### config.mk
export PLATFORM = sky130hd
export DESIGN_NAME = frac_baud_gen
export DESIGN_NICKNAME = d
export VERILOG_FILES = /design/src/rtl/frbg_pkg.sv /design/src/rtl/frbg_cfg.sv /design/src/rtl/frbg_prescale.sv /design/src/rtl/frbg_phase.sv /design/src/rtl/frac_baud_gen.sv
export SDC_FILE = /design/constraint.sdc
export NUM_CORES = 1
export LEC_CHECK = 0
export BUFFER_PORTS_ARGS = -buffer_cell sky130_fd_sc_hd__buf_2
export CAP_MARGIN = 20
export CORE_MARGIN = 3
export CORE_UTILIZATION = 25
export DETAILED_ROUTE_END_ITERATION = 6
export MAX_ROUTING_LAYER = met4
export SLEW_MARGIN = 40
export SYNTH_ARGS = -nofsm -noshare
export SYNTH_HDL_FRONTEND = slang
export SYNTH_SLANG_ARGS = --single-unit
### constraint.sdc
create_clock -name clk -period 3.5 [get_ports clk]
set_clock_uncertainty 0.15 [all_clocks]
set_input_delay 0.175 -clock clk [delete_from_list [all_inputs] [get_ports clk]]
set_output_delay 0.175 -clock clk [all_outputs]
set_load 0.03 [all_outputs]
### src/rtl/frbg_pkg.sv
package frbg_pkg;

   // Prescaler implementation variants
   typedef enum logic {
      PRE_COMPARE = 1'b0,   // counter cleared on each prescaled pulse
      PRE_MASKED  = 1'b1    // free-running counter, pulse on all-ones low bits
   } pre_style_e;

   // Largest modulus the accumulator must hold
   function automatic int unsigned frbg_max_mod(input int unsigned frac_w,
                                                input int unsigned base);
      return ((32'd1 << frac_w) - 32'd1) + base;
   endfunction

   // Prescaler counter width for a given exponent field width
   function automatic int unsigned frbg_pre_width(input int unsigned exp_w);
      return (32'd1 << exp_w) - 32'd1;
   endfunction

endpackage

### src/rtl/frbg_cfg.sv
module frbg_cfg #(
   parameter int unsigned EXP_W  = 3,
   parameter int unsigned FRAC_W = 8
) (
   input  logic              clk,
   input  logic              rst_n,
   input  logic              gen_en,
   input  logic              cfg_wr,
   input  logic [EXP_W-1:0]  cfg_exp,
   input  logic [FRAC_W-1:0] cfg_frac,
   output logic [EXP_W-1:0]  exp_q,
   output logic [FRAC_W-1:0] frac_q,
   output logic              restart
);

   always_ff @(posedge clk or negedge rst_n) begin
      if (!rst_n) begin
         exp_q  <= '0;
         frac_q <= '0;
      end else if (cfg_wr) begin
         exp_q  <= cfg_exp;
         frac_q <= cfg_frac;
      end
   end

   // Any write, or the generator being deselected, clears the datapath
   assign restart = cfg_wr | ~gen_en;

endmodule

### src/rtl/frbg_prescale.sv
module frbg_prescale
   import frbg_pkg::*;
#(
   parameter int unsigned EXP_W     = 3,
   parameter pre_style_e  PRE_STYLE = PRE_COMPARE
) (
   input  logic             clk,
   input  logic             rst_n,
   input  logic             clr,
   input  logic [EXP_W-1:0] exp_sel,
   output logic             pulse
);

   localparam int unsigned PRE_W = frbg_pre_width(EXP_W);

   logic [PRE_W-1:0] cnt_q;
   logic [PRE_W-1:0] mask;

   // Low exp_sel bits set: the terminal count of a divide by 2^exp_sel
   assign mask = ~({PRE_W{1'b1}} << exp_sel);

   generate
      if (PRE_STYLE == PRE_COMPARE) begin : g_compare
         assign pulse = (cnt_q == mask);

         always_ff @(posedge clk or negedge rst_n) begin
            if (!rst_n)      cnt_q <= '0;
            else if (clr)    cnt_q <= '0;
            else if (pulse)  cnt_q <= '0;
            else             cnt_q <= cnt_q + 1'b1;
         end
      end else begin : g_masked
         assign pulse = ((cnt_q & mask) == mask);

         always_ff @(posedge clk or negedge rst_n) begin
            if (!rst_n)      cnt_q <= '0;
            else if (clr)    cnt_q <= '0;
            else             cnt_q <= cnt_q + 1'b1;
         end
      end
   endgenerate

endmodule

### src/rtl/frbg_phase.sv
module frbg_phase
   import frbg_pkg::*;
#(
   parameter int unsigned FRAC_W    = 8,
   parameter int unsigned FRAC_BASE = 64,
   parameter int unsigned STEP      = 32
) (
   input  logic              clk,
   input  logic              rst_n,
   input  logic              clr,
   input  logic              adv,
   input  logic [FRAC_W-1:0] frac,
   output logic              wrap
);

   localparam int unsigned MAX_MOD = frbg_max_mod(FRAC_W, FRAC_BASE);
   localparam int unsigned MOD_W   = $clog2(MAX_MOD + 1);
   localparam int unsigned SUM_W   = MOD_W + 1;

   logic [MOD_W-1:0] acc_q;
   logic [MOD_W-1:0] modv;
   logic [SUM_W-1:0] sum;
   logic [SUM_W-1:0] rem;

   assign modv = MOD_W'(frac) + MOD_W'(FRAC_BASE);
   assign sum  = {1'b0, acc_q} + SUM_W'(STEP);
   assign rem  = sum - {1'b0, modv};
   assign wrap = adv && (sum >= {1'b0, modv});

   always_ff @(posedge clk or negedge rst_n) begin
      if (!rst_n)      acc_q <= '0;
      else if (clr)    acc_q <= '0;
      else if (wrap)   acc_q <= rem[MOD_W-1:0];
      else if (adv)    acc_q <= sum[MOD_W-1:0];
   end

endmodule

### src/rtl/frac_baud_gen.sv
module frac_baud_gen
   import frbg_pkg::*;
#(
   parameter int unsigned EXP_W     = 3,
   parameter int unsigned FRAC_W    = 8,
   parameter int unsigned FRAC_BASE = 64,
   parameter int unsigned OVS       = 16,
   parameter pre_style_e  PRE_STYLE = PRE_COMPARE
) (
   input  logic              clk,
   input  logic              rst_n,
   input  logic              gen_en,
   input  logic              cfg_wr,
   input  logic [EXP_W-1:0]  cfg_exp,
   input  logic [FRAC_W-1:0] cfg_frac,
   output logic              tick_16x
);

   // Step per prescaled clock: the ratio holds 2 baud periods per (F+BASE)
   localparam int unsigned STEP = 2 * OVS;

   generate
      if (EXP_W < 1 || EXP_W > 5) begin : g_bad_exp
         $error("frac_baud_gen: EXP_W must lie in 1..5");
      end
      if (FRAC_W < 1) begin : g_bad_frac
         $error("frac_baud_gen: FRAC_W must be at least 1");
      end
      if (STEP > FRAC_BASE) begin : g_bad_step
         $error("frac_baud_gen: 2*OVS must not exceed FRAC_BASE");
      end
   endgenerate

   logic [EXP_W-1:0]  exp_q;
   logic [FRAC_W-1:0] frac_q;
   logic              restart;
   logic              pre_pulse;
   logic              wrap;
   logic              tick_q;

   frbg_cfg #(
      .EXP_W  (EXP_W),
      .FRAC_W (FRAC_W)
   ) u_cfg (
      .clk      (clk),
      .rst_n    (rst_n),
      .gen_en   (gen_en),
      .cfg_wr   (cfg_wr),
      .cfg_exp  (cfg_exp),
      .cfg_frac (cfg_frac),
      .exp_q    (exp_q),
      .frac_q   (frac_q),
      .restart  (restart)
   );

   frbg_prescale #(
      .EXP_W     (EXP_W),
      .PRE_STYLE (PRE_STYLE)
   ) u_pre (
      .clk     (clk),
      .rst_n   (rst_n),
      .clr     (restart),
      .exp_sel (exp_q),
      .pulse   (pre_pulse)
   );

   frbg_phase #(
      .FRAC_W    (FRAC_W),
      .FRAC_BASE (FRAC_BASE),
      .STEP      (STEP)
   ) u_phase (
      .clk   (clk),
      .rst_n (rst_n),
      .clr   (restart),
      .adv   (pre_pulse),
      .frac  (frac_q),
      .wrap  (wrap)
   );

   always_ff @(posedge clk or negedge rst_n) begin
      if (!rst_n)       tick_q <= 1'b0;
      else if (restart) tick_q <= 1'b0;
      else              tick_q <= wrap;
   end

   assign tick_16x = tick_q;

endmodule

### Yosys cells after proc, flatten, opt, wreduce, memory -nomap -nowiden

Index checks and enable logic that the tools add are counted.

* reduce and logical (&&, ||, !) cells: 2
* eq/ne operators: 1
* muxes and demuxes: 6
* bitwise operators: 3
* add/sub/neg operators: 4
* shift-type cells: 1
* magnitude comparators: 1

Operators with widths (number)
* 9-bit two-way mux: 3
* 7-bit two-way mux: 2
* 9-bit by 6-bit adder with 10-bit output, second input constant: 1
* 10-bit by 9-bit >= comparator with 1-bit output: 1
* 8-bit by 7-bit adder with 9-bit output, second input constant: 1
* 9-bit subtractor: 1
* 7-bit by 1-bit adder with 7-bit output, second input constant: 1
* 7-bit == test: 1
* 7-bit inverter: 1
* 7-bit by 3-bit << shifter with 7-bit output, first input constant: 1
* 3-bit nonzero test: 1
* 1-bit logical AND: 1
* 1-bit two-way mux: 1
* 1-bit inverter: 1
* 1-bit OR: 1

* register bits: 28
* output and inout bits: 1
* word-level logic and storage cells: 23

### Depth between registers and ports, before layout

Gate-level depths: netlist (run 1).

* word-level depth: 6
* mapped depth: 10

### Hierarchy

A second synthesis (run 1) with hierarchy kept.

* cells, all modules: 193
* area total of the unflattened synthesis: 2026.9 µm²

By module, submodules not included
* frbg_phase: sequential area each 225.2 µm², times used 1, area an instance 983.4 µm², cells each 113
* frbg_prescale: sequential area each 175.2 µm², times used 1, area an instance 554.3 µm², cells each 54
* frbg_cfg: sequential area each 275.3 µm², times used 1, area an instance 450.4 µm², cells each 24
* frac_baud_gen: sequential area each 25.0 µm², times used 1, area an instance 38.8 µm², cells each 2

### Worst setup path after synthesis (run 1)

No wires, ideal clock.

* kind: register -> register
* start point: register u_phase.acc_q[0]
* end point: register u_phase.acc_q[7]
* cell stages (with the launch flop): 10
* arrival time: 2.355 ns
* path slack: 0.913 ns
* buffers on the path: 0
* setup time: 0.082 ns
* cells stage by stage: dfrtp_1 > inv_1 > ha_1 > inv_1 > fa_1 > a21o_1 > a221oi_4 > a32oi_4 > or4b_1 > a31oi_1

* cells in the longest elaborated chain, start to end: 5
* elaborated cells on any way between the ends: 8

Ends and longest elaborated chain
* from (decl): line frbg_phase.sv:20 `logic [MOD_W-1:0] acc_q;`
* from (signal assigned): line frbg_phase.sv:33 `else if (wrap) acc_q <= rem[MOD_W-1:0];`
* from (signal assigned): line frbg_phase.sv:34 `else if (adv) acc_q <= sum[MOD_W-1:0];`
* 9-bit by 6-bit adder with 10-bit output *: line frbg_phase.sv:26 `assign sum = {1'b0, acc_q} + SUM_W'(STEP);`
* 10-bit by 9-bit >= comparator with 1-bit output: line frbg_phase.sv:28 `assign wrap = adv && (sum >= {1'b0, modv});`
* 1-bit logical AND: line frbg_phase.sv:28
* 9-bit two-way mux: line frbg_phase.sv:33
* 9-bit two-way mux: line frbg_phase.sv:32 `else if (clr) acc_q <= '0;`

Every way passes the cells marked *; elsewhere a longest branch is shown, timed or not. The select of a mux whose other input is x is not followed.
A chain may end at the register's enable or synchronous reset.

### Worst setup path in the final report (run 1)

* start point: register u_phase.acc_q[5]
* end point: register u_phase.acc_q[0]

* cells in the longest elaborated chain, start to end: 5
* elaborated cells on any way between the ends: 6

Ends and longest elaborated chain (line)
* 9-bit by 6-bit adder with 10-bit output *: frbg_phase.sv:26
* 10-bit by 9-bit >= comparator with 1-bit output *: frbg_phase.sv:28
* 1-bit logical AND *: frbg_phase.sv:28
* 9-bit two-way mux: frbg_phase.sv:33
* 9-bit two-way mux: frbg_phase.sv:32

Every way passes the cells marked *; elsewhere a longest branch is shown, timed or not.

==> results of run 1 <==
[registers in the layout (all words and copies together), names as in the netlist]
signal	count
u_phase.acc_q	9
u_pre.cnt_q	7
u_cfg.frac_q	8
u_cfg.exp_q	3
tick_16x	1
[per-stage QoR]
stage,hold WS (ns),power (uW)
final,0.163,756
after global routing,0.201,797
after CTS,0.158,768
after detailed placement,0.0851,499
after global placement,0.0840,497
after floorplan,-0.271,464
[path summary, 6_finish.rpt]
kind,start,endpoint,slack (ns)
max,u_phase.acc_q[5],u_phase.acc_q[0],0.66
min,cfg_wr,u_cfg.frac_q[1],0.16
max reg2reg,u_phase.acc_q[5],u_phase.acc_q[0],0.66
min reg2reg,u_cfg.frac_q[7],u_cfg.frac_q[7],0.39
max in group asynchronous,rst_n,u_phase.acc_q[0],2.50
min in group asynchronous,rst_n,u_cfg.exp_q[0],0.29
[cell families after synthesis]
group,Yosys count
xor+xnor,14
fa+ha+maj,13
simple gates,63
buf+inv,19
flops,28
mux,11
compound gates,39
[cell type report]
cell class | count | area [sq um] | area share [%]
clock buffer | 3 | 41.3 | 1.91
clock inverter | 1 | 30.0 | 1.39
inverter | 12 | 45.0 | 2.08
multi-input combinational | 140 | 1030 | 47.7
sequential | 28 | 701 | 32.3
tap | 96 | 120 | 5.54
timing repair buffer | 27 | 195 | 9.01
[Yosys cell counts, types with 2 or more instances]
| cell type | n |
|---|---|
| dfrtp_1 | 28 |
| nor2_1 | 18 |
| ha_1 | 12 |
| inv_1 | 12 |
| o21ai_0 | 10 |
| nand2_1 | 9 |
| nand3_1 | 9 |
| xor2_1 | 9 |
| a21oi_1 | 8 |
| mux2_2 | 6 |
| a31oi_1 | 5 |
| and3_1 | 5 |
| mux2i_1 | 5 |
| nand2b_1 | 5 |
| xnor2_1 | 5 |
| a21o_1 | 3 |
| buf_2 | 3 |
| clkbuf_1 | 3 |
| nor3_1 | 3 |
| nor2b_1 | 2 |
| nor4_1 | 2 |
| o21a_1 | 2 |
| o2bb2ai_1 | 2 |
[worst reg2reg max path, cell delays in order, from the launching register on]
cell and delay (ns):
dfrtp_1 0.44, ha_1 0.28, xor2_1 0.16, ha_1 0.34, o21a_1 0.15, o21ai_0 0.12
a32oi_4 0.34, nand4_2 0.31, or2_0 0.32, a21oi_1 0.14
[power by group through the flow]
stage / registers, uW / clock network (uW) / logic [uW]
after floorplan: 349 / 0 / 115
after global placement: 358 / 0 / 139
after detailed placement: 359 / 0 / 140
after CTS: 352 / 264 / 151
after global routing: 355 / 273 / 169
final: 352 / 254 / 149
[what timing repair did]
item                      4_1_cts  5_1_grt
buffers inserted                0        0
hold endpoints to repair       39        0
hold buffers                   12        0
[routing by layer]
metal | routed length, um | vias up | share of wire [%] | global-route usage (%)
li1 | - | 707 | - | -
met3 | 36 | 4 | 0.99 | 0.580
met4 | 55 | 0 | 1.5 | 3.02
met2 | 1880 | 12 | 52 | 16.7
met1 | 1670 | 652 | 46 | 10.7
met5 | 0 | - | 0 | -
==> flow_metrics.env, run 1 <==
export IMPL_status="finished, final reports clean"
export IMPL_seq_power_share_pct=46.6
export IMPL_io_buffers=15
export IMPL_start_util_pct=26.3
export IMPL_cp_common_cell="ha_1"
export IMPL_crit_chain="ha_1 > xor2_1 > ha_1 > o21a_1 > o21ai_0 > a32oi_4 > nand4_2 > or2_0 > a21oi_1"
export IMPL_synth_mux_area_share_pct=6.48
export IMPL_leakage_uw=0.000986
export IMPL_synth_fa_ha_area_share_pct=9.38
export IMPL_synth_warnings=0
export IMPL_firstDrtPassIters=4
export IMPL_wl_um=3640
export IMPL_hp_class="in2reg"
export IMPL_final_layout_size_suffix_gt1_share_pct=15.6
export IMPL_clock_power_share_pct=33.6
export IMPL_detail_route_wl_per_cell_um=11.8
export IMPL_cts_root_buffer="clkbuf_8"
export IMPL_num_rows=30
export IMPL_max_slew_worst_pin_slew_ns=0.622
export IMPL_p_int_uw=560
export IMPL_crit_fanout=10
export IMPL_grt_max_degree=29
export IMPL_synth_top_cells_by_area="dfrtp_1 39%, ha_1 8.3%, xor2_1 4.3%"
export IMPL_avgSynthCellArea_sq_um=9.70
export IMPL_timing_final_crit_share_pct=81.0
export IMPL_synth_simple_area_share_pct=18.3
export IMPL_path_delay_family="compound AO/OA/AOI/OAI gates"
export IMPL_synth_edf_count=0
export IMPL_vias=1375
export IMPL_slew_headroom_pct=58.5
export IMPL_final_hold_viol_count=0
export IMPL_viasPerCell=4.48
export IMPL_ys_ff_latch=28
export IMPL_netlist_instances=187
export IMPL_ir_drop_mv=0.207
export IMPL_path_buf_inv=0
export IMPL_clkTransAtPathRegs_ns=0.10
export IMPL_path_depth=9
export IMPL_finalCriticalPeriod_ns=2.84
export IMPL_final_cell_mix="28 x dfrtp_1, 18 x nor2_1, 15 x buf_2"
export IMPL_seq_area_frac_synth_pct=38.6
export IMPL_globalplace_congestion=0.796
export IMPL_finalWorstSetupSlack_ns=0.664
export IMPL_start_kind="register"
export IMPL_dieHeight_um=91.2
export IMPL_ys_dominant_reg_cell="dfrtp_1"
export IMPL_post_cts_resized=0
export IMPL_n_fill_cell=739
export IMPL_swShare_pct=25.8
export IMPL_yosysTopAreaCell="dfrtp_1"
export IMPL_drv_slew=0
export IMPL_antenna_left=0
export IMPL_power_frac_comb_pct=19.7
export IMPL_timing_max_cap_violations=0
export IMPL_final_cell_count_no_fill=307
export IMPL_setup_violations=0
export IMPL_cts_tree="yes"
export IMPL_whs_path_depth=3
export IMPL_critPathArrivalTime_ns=2.88
export IMPL_cts_buffer_depth=2
export IMPL_synthesis_area_sq_mm=0.00181
export IMPL_rsz0062_at_grt="no"
export IMPL_cp_required_ns=3.54
export IMPL_ios=16
export IMPL_mostFrequentLayoutCell="dfrtp_1"
export IMPL_tns_ns=0
export IMPL_placed_area_sq_mm=0.00198
export IMPL_overflow=0
export IMPL_synth_top_family_by_area="simple AND/OR/NAND/NOR gates"
export IMPL_post_place_ws_ns=0.739
export IMPL_hpwl_um=2680
export IMPL_final_util_pct=31.4
export IMPL_synth_compound_area_share_pct=16.1
export IMPL_crit_slowest_cell="dfrtp_1"
export IMPL_cts_buffers=3
export IMPL_synth_cell_types=44
export IMPL_p_per_area_mw_per_mm2=349
export IMPL_clkSinkCount=28
export IMPL_syn_to_final_growth_pct=19.4
export IMPL_p_sw_uw=195
export IMPL_antenna_found_initial=0
export IMPL_core_sq_mm=0.00691
export IMPL_endpoint_kind="register"
export IMPL_grt_pass1_vias=1377
export IMPL_rr_worst_depth=9
export IMPL_fin_nets=240
export IMPL_fmax_ghz=0.353
export IMPL_antenna_cells=0
export IMPL_die_area_sq_mm=0.00831
export IMPL_h_tree_depth=1
export IMPL_yosysTopAreaCellShare_pct=38.6
export IMPL_die_x_um=91.2
export IMPL_max_stage_delay_ns=0.44
export IMPL_critPathKind="reg2reg"
export IMPL_synthXorXnorAreaFrac_pct=6.76
export IMPL_dp_cells=291
export IMPL_drc=0
export IMPL_clk_latency_ns=0.28
export IMPL_async_reset_ff_share_pct=100
export IMPL_synthesis_nets=215
export IMPL_post_route_cell_area_sq_mm=0.00217
export IMPL_grt_first_pass_wirelength_um=6220
export IMPL_drtIter0Drc=27
export IMPL_grt_usage_pct=9.19
Note: power is estimated with default switching activity, not from simulation.
==> run 2: changes to the inputs <==
--- a/config.mk
+++ b/config.mk
@@ -5,6 +5,7 @@
 export SDC_FILE = /design/constraint.sdc
 export NUM_CORES = 1
 export LEC_CHECK = 0
+export ABC_AREA = 1
 export BUFFER_PORTS_ARGS = -buffer_cell sky130_fd_sc_hd__buf_2
 export CAP_MARGIN = 20
 export CORE_MARGIN = 3
==> constraint.sdc (replaced) <==
create_clock -name clk -period 2.6 [get_ports clk]
set_clock_uncertainty 0.15 [all_clocks]
set_input_delay 0.13 -clock clk [delete_from_list [all_inputs] [get_ports clk]]
set_output_delay 0.13 -clock clk [all_outputs]
set_load 0.03 [all_outputs]
==> run 2 against run 1 <==
Net effect:
- global-route usage is 0.46 points higher
- non-clock buffer count unchanged
- core utilization decreased by 0.67 points
- cell count up 22%
- final area grew 5.0%
- first-iteration DRC count is 140% higher
- routed wire length is 6.4% higher
- count of clock-buffer cells in the layout unchanged
- combinational power is 66% higher
- register-to-register slack got worse by 0.39 ns
- critical path type unchanged
- largest power group unchanged
==> flow_metrics.env, run 2 <==
export IMPL_post_cts_buffers=0
export IMPL_post_place_ws_ns=0.291
export IMPL_start_kind="register"
export IMPL_fmax_ghz=0.429
export IMPL_h_tree_depth=1
export IMPL_r2r_end="u_phase.acc_q[8]"
export IMPL_antenna_left=0
export IMPL_cp_required_ns=2.61
export IMPL_synth_warnings=0
export IMPL_die_area_sq_mm=0.00892
export IMPL_post_cts_resized=0
export IMPL_num_rows=31
export IMPL_synthXorXnorAreaFrac_pct=4.03
export IMPL_n_fill_cell=805
export IMPL_start_util_pct=26.4
export IMPL_seq_area_frac_synth_pct=35.8
export IMPL_setup_violations=0
export IMPL_r2r_setup_slack_ns=0.27
export IMPL_clkTransAtPathRegs_ns=0.09
export IMPL_p_per_area_mw_per_mm2=417
export IMPL_cts_buffer_depth=2
export IMPL_synthesis_area_sq_mm=0.00196
export IMPL_finalCriticalPeriod_ns=2.33
export IMPL_drv_slew=0
export IMPL_grt_max_degree=29
export IMPL_r2r_start="u_phase.acc_q[5]"
export IMPL_ir_drop_mv=0.173
export IMPL_drc=0
export IMPL_cts_tree="yes"
export IMPL_critPathKind="reg2reg"
export IMPL_dieHeight_um=94.4
export IMPL_die_x_um=94.4
export IMPL_synth_top_cells_by_area="dfrtp_1 36%, nand2_1 14%, ha_1 7.7%"
export IMPL_yosysTopAreaCellShare_pct=35.8
export IMPL_synth_top_family_by_area="simple AND/OR/NAND/NOR gates"
export IMPL_timing_final_crit_share_pct=89.7
export IMPL_final_layout_size_suffix_gt1_share_pct=15.5
export IMPL_synth_simple_area_share_pct=36.3
export IMPL_critPathArrivalTime_ns=2.34
export IMPL_antenna_found_initial=0
export IMPL_grt_pass1_vias=1550
export IMPL_hp_class="in2reg"
export IMPL_syn_to_final_growth_pct=16.3
export IMPL_wl_um=3870
export IMPL_min_from="gen_en"
export IMPL_grt_usage_pct=9.65
export IMPL_synth_mux_area_share_pct=2.30
export IMPL_regMostFlops="u_phase.acc_q"
export IMPL_core_sq_mm=0.00741
export IMPL_clk_latency_ns=0.26
export IMPL_whs_path_depth=5
export IMPL_io_buffers=15
export IMPL_synth_most_common_cell="nand2_1"
export IMPL_p_total_uw=949
export IMPL_placed_area_sq_mm=0.00211
export IMPL_slew_headroom_pct=57.6
export IMPL_viasPerCell=4.20
export IMPL_rsz0062_at_grt="no"
export IMPL_antenna_cells=0
export IMPL_ios=16
export IMPL_vias=1578
export IMPL_synth_fa_ha_area_share_pct=8.70
export IMPL_synth_commonest_cells="73 x nand2_1, 31 x inv_1, 28 x dfrtp_1, 25 x nand3_1, 17 x nor2_1"
export IMPL_synth_edf_count=0
export IMPL_final_hold_viol_count=0
export IMPL_crit_fanout=11
export IMPL_synth_cell_types=30
export IMPL_timing_max_cap_violations=0
export IMPL_grt_first_pass_wirelength_um=6730
export IMPL_leakage_uw=0.00121
export IMPL_firstDrtPassIters=6
export IMPL_async_reset_ff_share_pct=100
export IMPL_fin_nets=307
export IMPL_clkSinkCount=28
export IMPL_max_slew_worst_pin_slew_ns=0.636
export IMPL_tns_ns=0
export IMPL_status="finished, final reports clean"
export IMPL_hpwl_um=3110
export IMPL_ys_dominant_reg_cell="dfrtp_1"
export IMPL_rr_worst_depth=13
export IMPL_yosysTopAreaCell="dfrtp_1"
export IMPL_cts_root_buffer="clkbuf_8"
export IMPL_holdPathEnd="u_phase.acc_q[3]"
export IMPL_final_cell_mix="73 x nand2_1, 31 x inv_1, 28 x dfrtp_1"
export IMPL_reg_top3="u_phase.acc_q (9), u_cfg.frac_q (8), u_pre.cnt_q (7)"
export IMPL_synth_compound_area_share_pct=3.97
export IMPL_overflow=0
export IMPL_endpoint_kind="register"
export IMPL_cts_buffers=3
export IMPL_ys_ff_latch=28
export IMPL_drtIter0Drc=65
export IMPL_post_route_cell_area_sq_mm=0.00227
export IMPL_mostFrequentLayoutCell="nand2_1"
export IMPL_avgSynthCellArea_sq_um=7.76
export IMPL_whs_ns=0.117
export IMPL_largest_reg_flops=9
export IMPL_netlist_instances=252
export IMPL_finalWorstSetupSlack_ns=0.269
export IMPL_synthesis_nets=280
export IMPL_detail_route_wl_per_cell_um=10.3
export IMPL_globalplace_congestion=0.865
run 2: changes by cell type in the layout (fill, tap and decap cells not counted), moves of 4 or more:
cell / change
a21oi_1: -5
a31oi_1: -5
and3_1: -5
inv_1: +19
inv_2: +4
mux2i_1: -5
nand2_1: +64
nand2_2: +7
nand2b_1: -5
nand3_1: +16
nand4_1: +7
xnor2_1: -4
run 2: worst max-delay path by stage:
stage | start | to | slack, ns
after floorplan | u_phase.acc_q[5] | u_phase.acc_q[8] | 0.39
after global placement | u_phase.acc_q[5] | u_phase.acc_q[2] | 0.34
after detailed placement | u_phase.acc_q[5] | u_phase.acc_q[8] | 0.29
after CTS | u_phase.acc_q[5] | u_phase.acc_q[8] | 0.28
after global routing | u_phase.acc_q[5] | u_phase.acc_q[2] | 0.04
final | u_phase.acc_q[5] | u_phase.acc_q[8] | 0.27
run 2: where the power goes:
| part | total, uW | switching (uW) | internal (uW) |
|---|---|---|---|
| Clock | 224 | 120 | 104 |
| Sequential | 478 | 23.2 | 455 |
| Combinational | 247 | 146 | 101 |
run 2: through the flow:
stage	util (%)	cells
after global placement	28.5	361
after CTS	30.7	376
after detailed placement	28.5	361
final	30.7	376
after floorplan	-	252
after global routing	30.7	376
run 2: logic make-up (layout without fill, tap and decap cells):
family,Yosys count,after routing
AND/OR/NAND/NOR,145,145
XOR/XNOR,9,9
AO/OA/AOI/OAI,13,13
buffers and inverters,40,65
flip-flops,28,28
multiplexers,4,4
adder cells (fa/ha/maj),13,13
run 2: final cells by class:
cell class	count	area (sq um)	share of cell area [%]
inverter	35	131	5.78
clock buffer	3	41.3	1.82
timing repair buffer	27	195	8.58
multi-input combinational	184	1080	47.6
tap	99	124	5.45
sequential	28	701	30.8
run 2: metal layers:
metal | wire (um) | global-route usage [%] | up-vias | share of wire, %
li1 | - | - | 846 | -
met1 | 1930 | 12.2 | 718 | 50
met2 | 1790 | 15.8 | 10 | 46
met3 | 99 | 1.91 | 4 | 2.6
met4 | 44 | 2.53 | 0 | 1.1
met5 | 0 | - | - | 0
run 2: worst max-delay path: stages (launching register included):
cell	delay [ns]
dfrtp_1	0.42
ha_1	0.24
xor2_1	0.16
ha_1	0.36
nand2_1	0.09
nand2_1	0.06
nand3_1	0.07
nand2_1	0.05
nor2_1	0.08
nand2_1	0.15
nand2_4	0.19
nand2_1	0.07
nand3_1	0.08
nand2_1	0.05
run 2: what timing repair did:
item	4_1_cts	5_1_grt
hold buffers	12	0
endpoints found under the setup margin	0	0
endpoints found under the hold margin	39	0
==> run 3: changes to the inputs <==
--- a/config.mk
+++ b/config.mk
@@ -6,7 +6,7 @@
 export NUM_CORES = 1
 export LEC_CHECK = 0
 export ABC_AREA = 1
-export BUFFER_PORTS_ARGS = -buffer_cell sky130_fd_sc_hd__buf_2
+export BUFFER_PORTS_ARGS = -buffer_cell sky130_fd_sc_hd__clkbuf_2
 export CAP_MARGIN = 20
 export CORE_MARGIN = 3
 export CORE_UTILIZATION = 25
@@ -15,4 +15,6 @@
 export SLEW_MARGIN = 40
 export SYNTH_ARGS = -nofsm -noshare
 export SYNTH_HDL_FRONTEND = slang
+export SYNTH_HIERARCHICAL = 1
 export SYNTH_SLANG_ARGS = --single-unit
+export TNS_END_PERCENT = 50
==> run 3 against run 2 <==
Net effect:
- fmax grew 2.9%
- worst hold slack lost 0.034 ns
- highest routed layer unchanged
- cell count grew 9.8%
- largest power group unchanged
- via count grew 12%
- combinational power grew 6%
- critical path type unchanged
- largest cell class unchanged
- clock power grew 51%
==> flow_metrics.env, run 3 <==
export IMPL_synthesis_area_sq_mm=0.00200
export IMPL_synth_top_cells_by_area="dfrtp_1 35%, nand2_1 19%, nand3_1 8.0%"
export IMPL_synth_commonest_cells="100 x nand2_1, 42 x inv_1, 32 x nand3_1, 28 x dfrtp_1, 12 x ha_1"
export IMPL_finalCriticalPeriod_ns=2.27
export IMPL_post_cts_buffers=0
export IMPL_synth_most_common_cell="nand2_1"
export IMPL_cts_buffers=3
export IMPL_yosysTopAreaCellShare_pct=35.0
export IMPL_max_slew_worst_pin_slew_ns=0.695
export IMPL_largest_reg_flops=9
export IMPL_yosysTopAreaCell="dfrtp_1"
export IMPL_ios=16
export IMPL_p_per_area_mw_per_mm2=450
export IMPL_ys_ff_latch=28
export IMPL_netlist_instances=280
export IMPL_grt_pass1_vias=1679
export IMPL_mostFrequentLayoutCell="nand2_1"
export IMPL_cts_root_buffer="clkbuf_8"
export IMPL_h_tree_depth=1
export IMPL_cts_buffer_depth=2
export IMPL_drtIter0Drc=97
export IMPL_whs_ns=0.0828
export IMPL_regMostFlops="u_phase/acc_q"
export IMPL_fin_nets=340
export IMPL_grt_first_pass_wirelength_um=7640
export IMPL_start_util_pct=25.8
export IMPL_hpwl_um=3400
export IMPL_endpoint_kind="register"
export IMPL_die_x_um=95.5
export IMPL_slew_headroom_pct=53.7
export IMPL_status="finished, final reports clean"
export IMPL_crit_slowest_cell="dfrtp_1"
export IMPL_final_hold_viol_count=0
export IMPL_viasPerCell=4.30
export IMPL_crit_chain="ha_1 > xor2_1 > ha_1 > nand2_1 > nand2_1 > nand2_1 > nand3_1 > nor2_2 > nand2_4 > nand2_8 > clkinv_8 > nand2_4 > o21ai_2"
export IMPL_timing_final_crit_share_pct=87.2
export IMPL_timing_max_cap_violations=0
export IMPL_hp_class="in2reg"
export IMPL_crit_fanout=10
export IMPL_n_fill_cell=834
export IMPL_cp_common_cell="nand2_1"
export IMPL_clkSinkCount=28
export IMPL_cts_tree="yes"
export IMPL_ys_dominant_reg_cell="dfrtp_1"
export IMPL_clk_latency_ns=0.27
export IMPL_path_buf_inv=1
export IMPL_synthesis_nets=308
export IMPL_r2r_setup_slack_ns=0.33
export IMPL_tns_ns=0
export IMPL_seq_area_frac_synth_pct=35.0
export IMPL_drc=0
export IMPL_setup_violations=0
export IMPL_async_reset_ff_share_pct=100
export IMPL_finalWorstSetupSlack_ns=0.334
export IMPL_core_sq_mm=0.00777
export IMPL_wl_um=4220
export IMPL_clkTransAtPathRegs_ns=0.10
export IMPL_antenna_left=0
export IMPL_vias=1774
export IMPL_leakage_uw=0.00130
export IMPL_synth_edf_count=0
export IMPL_final_layout_size_suffix_gt1_share_pct=14.5
export IMPL_antenna_found_initial=0
export IMPL_antenna_cells=0
export IMPL_synth_warnings=6
export IMPL_reg_top3="u_phase/acc_q (9), u_cfg/frac_q (8), u_pre/cnt_q (7)"
export IMPL_firstDrtPassIters=4
export IMPL_critPathArrivalTime_ns=2.28
export IMPL_critPathKind="reg2reg"
export IMPL_synth_cell_types=27
export IMPL_drv_slew=0
export IMPL_syn_to_final_growth_pct=19.3
export IMPL_fmax_ghz=0.441
export IMPL_globalplace_congestion=0.859
export IMPL_overflow=0
export IMPL_num_rows=32
export IMPL_max_stage_delay_ns=0.43
export IMPL_cp_required_ns=2.61
export IMPL_grt_usage_pct=10.7
export IMPL_dieHeight_um=95.5
export IMPL_ir_drop_mv=0.242
export IMPL_io_buffers=15
export IMPL_post_place_ws_ns=0.343
export IMPL_die_area_sq_mm=0.00912
export IMPL_path_delay_family="simple AND/OR/NAND/NOR gates"
export IMPL_detail_route_wl_per_cell_um=10.2
export IMPL_avgSynthCellArea_sq_um=7.15
export IMPL_final_cell_mix="100 x nand2_1, 42 x inv_1, 32 x nand3_1"
export IMPL_rsz0062_at_grt="no"
export IMPL_grt_max_degree=29
export IMPL_start_kind="register"
-- run 3: cell types whose count changed after synthesis, sizes merged, moves of 2 or more --
| cell | delta |
|---|---|
| mux2 | -4 |
| nand4 | -3 |
| nor2 | -5 |
| nand3 | +7 |
| a21oi | +8 |
| nand3b | -2 |
| or2 | -2 |
| inv | +8 |
| clkbuf | -2 |
| o21ai | +2 |
| xor2 | -5 |
| nand2 | +27 |
-- run 3: through the flow --
step / power, uW / utilization [%] / cells / instance area [sq um]
detailed placement: 733 / 28.3 / 397 / 2200
global route: 1150 / 30.8 / 413 / 2390
floorplan: 668 / - / 280 / 2000
CTS: 1090 / 30.8 / 413 / 2390
global placement: 729 / 28.3 / 397 / 2200
finish: 1080 / 30.8 / 413 / 2390
-- run 3: logic make-up after synthesis --
| group | count (synthesis) | share of synthesized area (%) |
|---|---|---|
| XOR/XNOR | 5 | 2.19 |
| AO/OA/AOI/OAI | 21 | 6.12 |
| adder cells (fa/ha/maj) | 13 | 8.49 |
| buffers and inverters | 47 | 10.4 |
| flip-flops | 28 | 35.0 |
| AND/OR/NAND/NOR | 166 | 37.9 |
-- run 3: timing repair --
item                      4_1_cts  5_1_grt
hold buffers                   12        0
hold endpoints to repair       39        0
resized for setup               0        0
-- run 3: metal layers --
layer	share of wire, %	track usage, %	vias up	routed length (um)
met5	0	-	-	0
met1	52	14.9	811	2200
li1	-	-	940	-
met3	2.3	1.66	4	98
met2	44	16.3	19	1870
met4	1.0	2.49	0	44
-- run 3: final timing paths --
path | from | end | cells after the start
min | cfg_wr | u_cfg/frac_q[0] | 3
min reg2reg | u_cfg/frac_q[5] | u_cfg/frac_q[5] | 2
max reg2reg | u_phase/acc_q[5] | u_phase/acc_q[4] | 13
max in group asynchronous | rst_n | u_phase/acc_q[5] | 2
min in group asynchronous | rst_n | u_phase/acc_q[3] | 2
max | u_phase/acc_q[5] | u_phase/acc_q[4] | 13
-- run 3: final cells by class --
type                            instances  area [sq um]  share of cell area [%]
Clock buffer                            3          41.3                    1.73
Clock inverter                          1          30.0                    1.26
Inverter                               44           178                    7.43
Multi-Input combinational cell        205          1090                    45.8
Sequential cell                        28           701                    29.3
Tap cell                              102           128                    5.34
Timing Repair Buffer                   30           218                    9.11
-- run 3: worst min-delay path, delay by kind of cell --
| family | cells | cell delay, ns |
|---|---|---|
| and+or+nand+nor | 2 | 0.15 |
| buffers and inverters | 1 | 0.20 |
-- run 3: power breakdown --
part,switching (uW),internal (uW)
clock,132,206
sequential,21.2,454
combinational,161,102
total,314,762
